[src/rtl/tod_timer_pkg.sv]
package tod_timer_pkg;
  localparam int ADDR_W      = 4;
  localparam int DATA_W      = 32;
  localparam int SEC_W       = 48;
  localparam int NS_W        = 30;
  localparam int FRAC_W      = 48;
  localparam int PER_INT_W   = 8;
  localparam int PER_W       = FRAC_W + PER_INT_W;
  localparam int FINE_W      = 32;
  localparam int FINE_FRAC_W = 16;
  localparam int NS_PER_SEC  = 1000000000;

  localparam logic [ADDR_W-1:0] REG_PERIOD_LO   = 4'd0;
  localparam logic [ADDR_W-1:0] REG_PERIOD_HI   = 4'd1;
  localparam logic [ADDR_W-1:0] REG_FINE_OFS    = 4'd2;
  localparam logic [ADDR_W-1:0] REG_STEP_SEC_LO = 4'd3;
  localparam logic [ADDR_W-1:0] REG_STEP_SEC_HI = 4'd4;
  localparam logic [ADDR_W-1:0] REG_STEP_NS     = 4'd5;
  localparam logic [ADDR_W-1:0] REG_SNAP_SEC_LO = 4'd6;
  localparam logic [ADDR_W-1:0] REG_SNAP_SEC_HI = 4'd7;
  localparam logic [ADDR_W-1:0] REG_SNAP_NS     = 4'd8;

  typedef struct packed {
    logic stepCommit;
    logic snapTake;
  } timerStrobes_t;
endpackage

[src/rtl/tod_timer_ctrl.sv]
module tod_timer_ctrl
  import tod_timer_pkg::*;
(
  input  logic                 clk,
  input  logic                 rst,
  input  logic                 busValid,
  input  logic                 busWrite,
  input  logic [ADDR_W-1:0]    busAddr,
  input  logic [DATA_W-1:0]    busWdata,
  output logic [DATA_W-1:0]    busRdata,
  output logic                 busRvalid,
  input  logic [31:0]          liveSecLo,
  input  logic [SEC_W-33:0]    snapSecHi,
  input  logic [NS_W-1:0]      snapNs,
  output timerStrobes_t        strobes,
  output logic [PER_W-1:0]     periodVal,
  output logic [FINE_W-1:0]    fineOfs,
  output logic                 stepSub,
  output logic [SEC_W-2:0]     stepMag,
  output logic [NS_W-1:0]      stepNs
);
  localparam int HI_W = PER_W - 32;
  localparam int SH_W = SEC_W - 32;

  logic [31:0]     periodLo, stepSecLo;
  logic [HI_W-1:0] periodHi;
  logic [SH_W-1:0] stepSecHi;
  logic            commitQ;
  logic            wrEn, rdEn;

  assign wrEn = busValid && busWrite;
  assign rdEn = busValid && !busWrite;

  assign strobes.stepCommit = commitQ;
  assign strobes.snapTake   = rdEn && (busAddr == REG_SNAP_SEC_LO);

  assign periodVal = {periodHi, periodLo};
  assign stepSub   = stepSecHi[SH_W-1];
  assign stepMag   = {stepSecHi[SH_W-2:0], stepSecLo};

  always_ff @(posedge clk) begin
    if (rst) begin
      periodLo  <= '0;
      periodHi  <= '0;
      fineOfs   <= '0;
      stepSecLo <= '0;
      stepSecHi <= '0;
      stepNs    <= '0;
      commitQ   <= 1'b0;
    end else begin
      commitQ <= wrEn && (busAddr == REG_STEP_NS);
      if (wrEn) begin
        case (busAddr)
          REG_PERIOD_LO:   periodLo  <= busWdata;
          REG_PERIOD_HI:   periodHi  <= busWdata[HI_W-1:0];
          REG_FINE_OFS:    fineOfs   <= busWdata;
          REG_STEP_SEC_LO: stepSecLo <= busWdata;
          REG_STEP_SEC_HI: stepSecHi <= busWdata[SH_W-1:0];
          REG_STEP_NS:     stepNs    <= busWdata[NS_W-1:0];
          default: ;
        endcase
      end
    end
  end

  always_ff @(posedge clk) begin
    if (rst) begin
      busRvalid <= 1'b0;
      busRdata  <= '0;
    end else begin
      busRvalid <= rdEn;
      if (rdEn) begin
        case (busAddr)
          REG_PERIOD_LO:   busRdata <= periodLo;
          REG_PERIOD_HI:   busRdata <= {{(DATA_W-HI_W){1'b0}}, periodHi};
          REG_FINE_OFS:    busRdata <= fineOfs;
          REG_STEP_SEC_LO: busRdata <= stepSecLo;
          REG_STEP_SEC_HI: busRdata <= {{(DATA_W-SH_W){1'b0}}, stepSecHi};
          REG_STEP_NS:     busRdata <= {{(DATA_W-NS_W){1'b0}}, stepNs};
          REG_SNAP_SEC_LO: busRdata <= liveSecLo;
          REG_SNAP_SEC_HI: busRdata <= {{(DATA_W-SH_W){1'b0}}, snapSecHi};
          REG_SNAP_NS:     busRdata <= {{(DATA_W-NS_W){1'b0}}, snapNs};
          default:         busRdata <= '0;
        endcase
      end
    end
  end
endmodule

[src/rtl/tod_timer_dp.sv]
module tod_timer_dp
  import tod_timer_pkg::*;
(
  input  logic                 clk,
  input  logic                 rst,
  input  timerStrobes_t        strobes,
  input  logic [PER_W-1:0]     periodVal,
  input  logic [FINE_W-1:0]    fineOfs,
  input  logic                 stepSub,
  input  logic [SEC_W-2:0]     stepMag,
  input  logic [NS_W-1:0]      stepNs,
  output logic [SEC_W-1:0]     rawSec,
  output logic [NS_W-1:0]      rawNs,
  output logic [SEC_W-33:0]    snapSecHi,
  output logic [NS_W-1:0]      snapNs,
  output logic [SEC_W-1:0]     todSec,
  output logic [NS_W-1:0]      todNs,
  output logic [FINE_FRAC_W-1:0] todSubNs
);
  localparam int SUM_W = NS_W + 3;
  localparam int FSW   = NS_W + FINE_FRAC_W + 2;
  localparam int FAW   = NS_W + FINE_FRAC_W;
  localparam logic signed [SUM_W-1:0] ONE_SEC  = SUM_W'(NS_PER_SEC);
  localparam logic signed [SUM_W-1:0] TWO_SEC  = ONE_SEC + ONE_SEC;
  localparam logic signed [FSW-1:0]   SEC_UNITS = FSW'(NS_PER_SEC) <<< FINE_FRAC_W;

  logic [FRAC_W-1:0]      fracQ;
  logic [FRAC_W:0]        fracSum;
  logic [PER_INT_W:0]     nsInc;
  logic signed [SUM_W-1:0] nsBase, nsOfsS, nsSum;
  logic [NS_W-1:0]        nsNext;
  logic [SEC_W-1:0]       secAdj, secStep, stepMagExt, secNext;

  // tick: fractional accumulate, carry into integer nanoseconds
  assign fracSum = {1'b0, fracQ} + {1'b0, periodVal[FRAC_W-1:0]};
  assign nsInc   = {1'b0, periodVal[PER_W-1:FRAC_W]} + {{PER_INT_W{1'b0}}, fracSum[FRAC_W]};
  assign nsBase  = $signed({3'b000, rawNs}) + $signed({{(SUM_W-PER_INT_W-1){1'b0}}, nsInc});
  assign nsOfsS  = $signed({3'b000, stepNs});

  // tick and committed step share one adder chain
  always_comb begin
    if (!strobes.stepCommit) nsSum = nsBase;
    else if (stepSub)        nsSum = nsBase - nsOfsS;
    else                     nsSum = nsBase + nsOfsS;

    if (nsSum < 0) begin
      nsNext = NS_W'(nsSum + ONE_SEC);
      secAdj = '1;
    end else if (nsSum >= TWO_SEC) begin
      nsNext = NS_W'(nsSum - TWO_SEC);
      secAdj = SEC_W'(2);
    end else if (nsSum >= ONE_SEC) begin
      nsNext = NS_W'(nsSum - ONE_SEC);
      secAdj = SEC_W'(1);
    end else begin
      nsNext = NS_W'(nsSum);
      secAdj = '0;
    end
  end

  assign stepMagExt = {1'b0, stepMag};
  assign secStep = !strobes.stepCommit ? '0 : (stepSub ? -stepMagExt : stepMagExt);
  assign secNext = rawSec + secStep + secAdj;

  always_ff @(posedge clk) begin
    if (rst) begin
      fracQ     <= '0;
      rawNs     <= '0;
      rawSec    <= '0;
      snapSecHi <= '0;
      snapNs    <= '0;
    end else begin
      fracQ  <= fracSum[FRAC_W-1:0];
      rawNs  <= nsNext;
      rawSec <= secNext;
      if (strobes.snapTake) begin
        snapSecHi <= rawSec[SEC_W-1:32];
        snapNs    <= rawNs;
      end
    end
  end

  // fine output offset, applied on the output path only
  logic signed [FSW-1:0] fineBase, fineExt, fineSum;
  logic [FAW-1:0]        fineAdj;

  assign fineBase = $signed({2'b00, rawNs, fracQ[FRAC_W-1 -: FINE_FRAC_W]});
  assign fineExt  = $signed({{(FSW-FINE_W){fineOfs[FINE_W-1]}}, fineOfs});
  assign fineSum  = fineBase + fineExt;

  always_comb begin
    if (fineSum < 0) begin
      fineAdj = FAW'(fineSum + SEC_UNITS);
      todSec  = rawSec - SEC_W'(1);
    end else if (fineSum >= SEC_UNITS) begin
      fineAdj = FAW'(fineSum - SEC_UNITS);
      todSec  = rawSec + SEC_W'(1);
    end else begin
      fineAdj = FAW'(fineSum);
      todSec  = rawSec;
    end
  end

  assign todNs    = fineAdj[FAW-1:FINE_FRAC_W];
  assign todSubNs = fineAdj[FINE_FRAC_W-1:0];
endmodule

[src/rtl/port_tod_timer.sv]
module port_tod_timer
  import tod_timer_pkg::*;
(
  input  logic                   clk,
  input  logic                   rst,
  input  logic                   busValid,
  input  logic                   busWrite,
  input  logic [ADDR_W-1:0]      busAddr,
  input  logic [DATA_W-1:0]      busWdata,
  output logic [DATA_W-1:0]      busRdata,
  output logic                   busRvalid,
  output logic [SEC_W-1:0]       todSec,
  output logic [NS_W-1:0]        todNs,
  output logic [FINE_FRAC_W-1:0] todSubNs
);
  timerStrobes_t       strobes;
  logic [PER_W-1:0]    periodVal;
  logic [FINE_W-1:0]   fineOfs;
  logic                stepSub;
  logic [SEC_W-2:0]    stepMag;
  logic [NS_W-1:0]     stepNs;
  logic [SEC_W-1:0]    rawSec;
  logic [NS_W-1:0]     rawNs;
  logic [SEC_W-33:0]   snapSecHi;
  logic [NS_W-1:0]     snapNs;

  tod_timer_ctrl u_ctrl (
    .clk(clk), .rst(rst),
    .busValid(busValid), .busWrite(busWrite), .busAddr(busAddr), .busWdata(busWdata),
    .busRdata(busRdata), .busRvalid(busRvalid),
    .liveSecLo(rawSec[31:0]), .snapSecHi(snapSecHi), .snapNs(snapNs),
    .strobes(strobes), .periodVal(periodVal), .fineOfs(fineOfs),
    .stepSub(stepSub), .stepMag(stepMag), .stepNs(stepNs)
  );

  tod_timer_dp u_dp (
    .clk(clk), .rst(rst), .strobes(strobes),
    .periodVal(periodVal), .fineOfs(fineOfs),
    .stepSub(stepSub), .stepMag(stepMag), .stepNs(stepNs),
    .rawSec(rawSec), .rawNs(rawNs), .snapSecHi(snapSecHi), .snapNs(snapNs),
    .todSec(todSec), .todNs(todNs), .todSubNs(todSubNs)
  );
endmodule

[config.mk]
export PLATFORM = sky130hd
export DESIGN_NAME = port_tod_timer
export DESIGN_NICKNAME = d
export VERILOG_FILES = /design/src/rtl/tod_timer_pkg.sv /design/src/rtl/tod_timer_ctrl.sv /design/src/rtl/tod_timer_dp.sv /design/src/rtl/port_tod_timer.sv
export SDC_FILE = /design/constraint.sdc
export NUM_CORES = 2
export LEC_CHECK = 0
export BUFFER_PORTS_ARGS = -buffer_cell sky130_fd_sc_hd__buf_4
export CAP_MARGIN = 0
export CORE_MARGIN = 3
export CORE_UTILIZATION = 60
export DETAILED_ROUTE_END_ITERATION = 8
export PLACE_DENSITY = 0.78
export SYNTH_ARGS = -nofsm -noshare
export SYNTH_HDL_FRONTEND = slang
export SYNTH_SLANG_ARGS = --single-unit
export TNS_END_PERCENT = 1
[constraint.sdc]
create_clock -name clk -period 22.1 [get_ports clk]
set_clock_uncertainty 0.05 [all_clocks]
set_input_delay 2.21 -clock clk [delete_from_list [all_inputs] [get_ports clk]]
set_output_delay 2.21 -clock clk [all_outputs]
set_load 0.05 [all_outputs]
# Word-level counts from Yosys, hierarchy flattened
# Cells that the tools add are included.
# classes
n_addsub	16
n_lt_le_gt_ge	5
n_eq_ne	8
n_mux	15
n_reduce_logical	12
# op_table
operator	count
two-way mux 48 bit	6
case mux 32 bit (9 select lines)	1
adder 48 bit	2
two-way mux 46 bit	2
two-way mux 30 bit	3
two-way mux 33 bit	2
adder 48 x 48 -> 49 bit	1
adder 47 x 32 -> 48 bit	1
adder 48 x 1 -> 48 bit (second input constant)	1
>= comparator 48 x 47 -> 1 bit (second input constant)	1
less-than comparator 48 x 1 -> 1 bit (second input constant)	1
negator 47 -> 48 bit	1
subtractor 48 x 1 -> 48 bit (second input constant)	1
adder 46 x 44 -> 46 bit (second input constant)	1
subtractor 46 x 44 -> 46 bit (second input constant)	1
adder 33 x 31 -> 33 bit	1
>= comparator 33 x 31 -> 1 bit (second input constant)	1
>= comparator 33 x 32 -> 1 bit (second input constant)	1
less-than comparator 33 x 1 -> 1 bit (second input constant)	1
subtractor 33 x 31 -> 33 bit	1
adder 30 x 9 -> 31 bit	1
adder 30 x 28 -> 30 bit (second input constant)	1
subtractor 30 x 28 -> 30 bit (second input constant)	1
subtractor 30 x 29 -> 30 bit (second input constant)	1
10 further kinds	22
# totals
reg_bits	372
inputBits	40
wordCells	70

# Longest topological paths before layout
# depth
depth_word	11
mapped_depth	57
ltp_nobuf	56

# Modules after synthesis
# From an unflattened synthesis, not the netlist that was laid out.
# unflattened
cells_unflattened	4395
hier_area_um2	33225.6
# modules_own_cells
mod	n_inst	cells_each	area_per_inst_um2	seq_area_each_um2
tod_timer_dp	1	3296	24294.6	3443.3
tod_timer_ctrl	1	1099	8931.1	4003.8

# Worst setup path before layout
# OpenSTA, ideal clock, no wires.
# synth_timing
path_type	register to register
start	register u_ctrl.periodLo[0]
end	register u_dp.rawSec[47]
setup_time_ns	0.128
t_arrival_ns	13.038
t_required_ns	21.922
slack_ns	8.884
stages_incl_launch_ff	52
n_path_buf	2
period_less_slack_ns	13.216
path_cell_list	dfxtp_1 -> ha_1 -> fa_1 -> a21o_1 -> a21o_1 -> a21oi_1 -> o31ai_1 -> a31oi_1 -> o21bai_1 -> a31o_2 -> a211oi_1 -> o31ai_1 -> a31o_2 -> a21oi_1 -> o21ai_0 -> a21o_1 -> fa_1 -> fa_1 -> (+16 left out) -> clkbuf_1 -> fa_1 -> inv_1 -> ha_1 -> nor2b_1 -> o21ai_0 -> nand2b_1 -> a21o_1 -> a31o_2 -> a41o_1 -> a211oi_1 -> nor2_1 -> a211o_1 -> nand2_1 -> a21oi_1 -> a221oi_1 -> xnor2_1 -> nor2_1
# synth_via
elab_chain_len	11
elab_cells_between_ends	14
cone_classes	add/sub: 6; order compare: 3; mux: 5
# synth_lines
element	line	rtl
start: declaration	tod_timer_ctrl.sv:25	logic [31:0] periodLo, stepSecLo;
start signal: assignment	tod_timer_ctrl.sv:54	REG_PERIOD_LO: periodLo <= busWdata;
adder 48 x 48 -> 49 bit (*)	tod_timer_dp.sv:35	assign fracSum = {1'b0, fracQ} + {1'b0, periodVal[FRAC_W-1:0]};
adder 8 x 1 -> 9 bit (*)	tod_timer_dp.sv:36	assign nsInc = {1'b0, periodVal[PER_W-1:FRAC_W]} + {{PER_INT_W{1'b0}}, fracSum[FRAC_W]};
adder 30 x 9 -> 31 bit (*)	tod_timer_dp.sv:37	assign nsBase = $signed({3'b000, rawNs}) + $signed({{(SUM_W-PER_INT_W-1){1'b0}}, nsInc});
adder 33 x 31 -> 33 bit or subtractor 33 x 31 -> 33 bit (tied branches)	tod_timer_dp.sv:44, tod_timer_dp.sv:43	
two-way mux 33 bit	tod_timer_dp.sv:43	else if (stepSub) nsSum = nsBase - nsOfsS;
two-way mux 33 bit (*)	tod_timer_dp.sv:42	if (!strobes.stepCommit) nsSum = nsBase;
>= comparator 33 x 31 -> 1 bit	tod_timer_dp.sv:52	end else if (nsSum >= ONE_SEC) begin
two-way mux 1 bit	tod_timer_dp.sv:52	
two-way mux 48 bit	tod_timer_dp.sv:49	end else if (nsSum >= TWO_SEC) begin
two-way mux 48 bit (*)	tod_timer_dp.sv:46	if (nsSum < 0) begin
adder 48 bit (*)	tod_timer_dp.sv:63	assign secNext = rawSec + secStep + secAdj;
end signal: assignment	tod_timer_dp.sv:75	rawSec <= secNext;
end: declaration	tod_timer_dp.sv:12	output logic [SEC_W-1:0] rawSec,
# Mark *: on every way between the ends. The rest lies on a longest branch, timed or not.
# A chain may end at the register's enable or synchronous reset.

# Worst setup path in the final report
# Same ends and word-level chain as after synthesis.

==> results.md <==
- Status: finished with violations
- Failing checks: DRC
- Worst endpoint required time: 22.52 ns
- DP Wirelength: 99,340 um
- Pwr Density: ~44 mW/mm2
- Die extent in y: 239.3 um
- Crit path kind: reg2reg
- Hold Buf Count CTS: 0
- Top cell by count, worst path: a21o_1
- Share of cells above drive strength 1: 0.08543
- Cell accounting for the most synthesized area: dfxtp_1
- Reg2Reg Setup Slack: about 7.3 ns
- Worst hold slack: 0.4097 ns
- WHS Path Cells: 2
- Max FO, Critical Path: 21
- IO buf count: 166
- GRT overflow: 0
- Post-Synth XOR/XNOR Area: 0.08638
- Post-synth top cells: nand2_1, a21oi_1, dfxtp_1, nor2_1, inv_1
- Reg-to-reg startpoint: u_ctrl.periodLo[0]$_SDFFE_PP0P_
- RD Place Congestion: between 1 and 1.5
- Total Wirelength: 130,500 um
- Synth Area in Compound Gates: 0.2752
- Sink Count: about 370
- Worst-Margin Slew: about 1.2 ns
- DP Cell Count: approximately 5,100
- Crit path DAT: between 15 and 20 ns
- Clock-pin slew on the worst setup and hold paths: 0.06 ns
- Largest net degree at the start of global routing: 180
- Num CTS Buffers: 44
- Final Hold Vio Count: 0
- Initial antenna violation count: 6
- H-Tree Depth: 2
- Vias in the first global route: 31,010
- Most common cell in the synthesized netlist: nand2_1
- Post-CTS Repair Setup Buffers: 0
- Post-route ant nets: 0
- Total of max-cap violations: 0
- Cell area after synthesis: between 0.03 and 0.04 mm2
- Number of enable flip-flop cells after synthesis: 0
- Root buffer cell: clkbuf_16
- CTS resizes: 0
- First-pass GRT wire length: 192,900 um
- Simple-gate share of the synthesized area: 0.2243
- Worst VDD drop: roughly 0.071 mV
- Mux cell area share after synthesis: 0.007243
- Sum Neg Setup Slack: 0 ns
- Post-route insts no fill: 5,172
- Minimum clock period: 14.82 ns
- Via Count: 35,080
- Die area: 0.05725 mm2
- Hold Path End: u_dp.snapSecHi[9]$_SDFFE_PP0P_
- Row cnt: 84
- Syn Inst Count: approximately 4,400
- Initial Utilization: 0.6139
- Post-synth ARST share: 0
- Slew HR: 0.1721
- Slowest cell on crit path: a31oi_1
- YS warnings: 0
- GRT Util Overall: 0.4391
- Hold Startpoint: u_dp.snapSecHi[9]$_SDFFE_PP0P_
- Synth Area in Adders: 0.1178
- Synthesis-stage register bit count: 372
- Clock latency on the worst-skew pair: 0.61 ns
- Horiz. Die Dim: 239.3 um
- Avg Cell Area, Syn: about 7.4 um2
- Crit Reg-Reg Endpoint: u_dp.rawSec[47]$_SDFF_PP0_
- Setup crit end kind: register
- HP Class: reg2reg
- Area contributors post-synth: dfxtp_1, ha_1, nand2_1
- CP Launch Type: register
- CTS tree: yes
- Routed wire per std cell: 25.23 um
- Floorplan core area: 0.05318 mm2
- DRC violation count after routing: 24
- I/O pin cnt: 167
- Top-area cell type share of the netlist area: 0.2281
- CP max stage delay: 0.93 ns
- Synth unique cells: 114
- Main flop type after synthesis: dfxtp_1
- Worst-case clock buffer depth: 3
- Synth Net Count: around 4,700
- Vias per cell: around 6.8
- Reg2Reg Depth: 54
- Layout area overhead: 9.148%
- Ratio of final minimum period to clock period: 0.6705
- Final Slew Violations: 0
- 1st-iter DRT viols: 5,054
- Largest family of logic cells by synthesized area: compound AO/OA/AOI/OAI gates
- RSZ-0062 raised after global routing: no
- Fin nets: 4,764
- Fmax: 67.49 MHz
- Post-synthesis sequential area ratio: 0.2281
- Endpoints failing setup: 0
- Leak pwr: 15.29 nW
- Pre-Repair DR Iteration Count: 9
- Final Util: 0.6701
## worst max-delay path, delay by kind of cell, from the launching register on
| kind | cells | cell delay (ns) |
|---|---|---|
| buffers and inverters | 1 | 0.05 |
| xor gates and xnor gates | 2 | 0.51 |
| DFF | 1 | 0.33 |
| AOI/OAI and AO/OA | 31 | 8.06 |
| and+or+nand+nor | 11 | 2.69 |
| adders and majority gates | 9 | 2.99 |
## where the power goes
part	leakage, nW	switching [mW]	internal, mW
clock	0.711	0.327	0.437
combinational	11.6	0.0889	0.0371
sequential	3.00	0.00615	0.674
## state kept, by name, summed over array words and instances, names as in the netlist, 24 cells and up
name              flops
u_ctrl.stepSecLo     32
u_dp.fracQ           48
u_dp.snapNs          30
u_ctrl.stepNs        30
u_ctrl.periodHi      24
u_dp.rawNs           30
u_ctrl.fineOfs       32
u_dp.rawSec          48
u_ctrl.busRdata      32
u_ctrl.periodLo      32
## stage by stage
| stage | power [mW] | area, um2 | setup slack, ns |
|---|---|---|---|
| after CTS | 1.560 | 35630 | 7.771 |
| after detailed placement | 0.8148 | 34150 | 7.833 |
| after floorplan | 0.7684 | 32650 | 8.884 |
| final | 1.570 | 35640 | 7.282 |
| after global placement | 0.8152 | 34150 | 8.049 |
| after global routing | 1.597 | 35630 | 6.475 |
## cell families after synthesis
family	Yosys count
AOI/OAI and AO/OA	1341
xor gates and xnor gates	322
adders and majority gates	275
DFF	372
muxes	23
and+or+nand+nor	1597
buffers and inverters	499
## cell usage in the layout, fill, tap and decap left out, drive strengths merged, types with 121 or more instances in the layout
cell	instances
xnor2	236
a21o	121
ha	221
a21oi	497
inv	266
nor2	350
nand2	698
o21ai	140
dfxtp	372
buf	207
## routing by layer
metal | part of all wire | vias up | wire (um) | GRT usage
li1 | - | 15820 | - | -
met1 | 0.40 | 16360 | 52590 | 0.6290
met2 | 0.39 | 2465 | 50380 | 0.6086
met3 | 0.15 | 425 | 19860 | 0.1165
met4 | 0.058 | 8 | 7632 | 0.2085
met5 | 0.00037 | - | 48 | 0
## worst max-delay path by stage
| stage | from | end | slack, ns | cells after the start |
|---|---|---|---|---|
| 6_report | u_ctrl.periodLo[0]$_SDFFE_PP0P_ | u_dp.rawSec[47]$_SDFF_PP0_ | 7.28 | 54 |
| 5_1_grt | u_ctrl.periodLo[0]$_SDFFE_PP0P_ | u_dp.rawSec[47]$_SDFF_PP0_ | 6.48 | 54 |
| 4_1_cts | u_ctrl.periodLo[0]$_SDFFE_PP0P_ | u_dp.rawSec[47]$_SDFF_PP0_ | 7.77 | 54 |
| 3_5_place_dp | u_ctrl.periodLo[0]$_SDFFE_PP0P_ | u_dp.rawSec[47]$_SDFF_PP0_ | 7.83 | 54 |
| 3_3_place_gp | u_ctrl.periodLo[0]$_SDFFE_PP0P_ | u_dp.rawSec[47]$_SDFF_PP0_ | 8.05 | 54 |
| 2_1_floorplan | u_ctrl.periodLo[0]$_SDFFE_PP0P_ | u_dp.rawSec[47]$_SDFF_PP0_ | 8.88 | 51 |
## final cells by class
type	count	area, um2
antenna	1	2.502
clock buffer	58	1214
clock inverter	22	272.8
fill	4775	17550
inverter	266	999.7
multi-input combinational	3558	23260
sequential	372	7452
tap	688	860.8
timing repair buffer	207	1574
(Power assumes the default switching activity.)
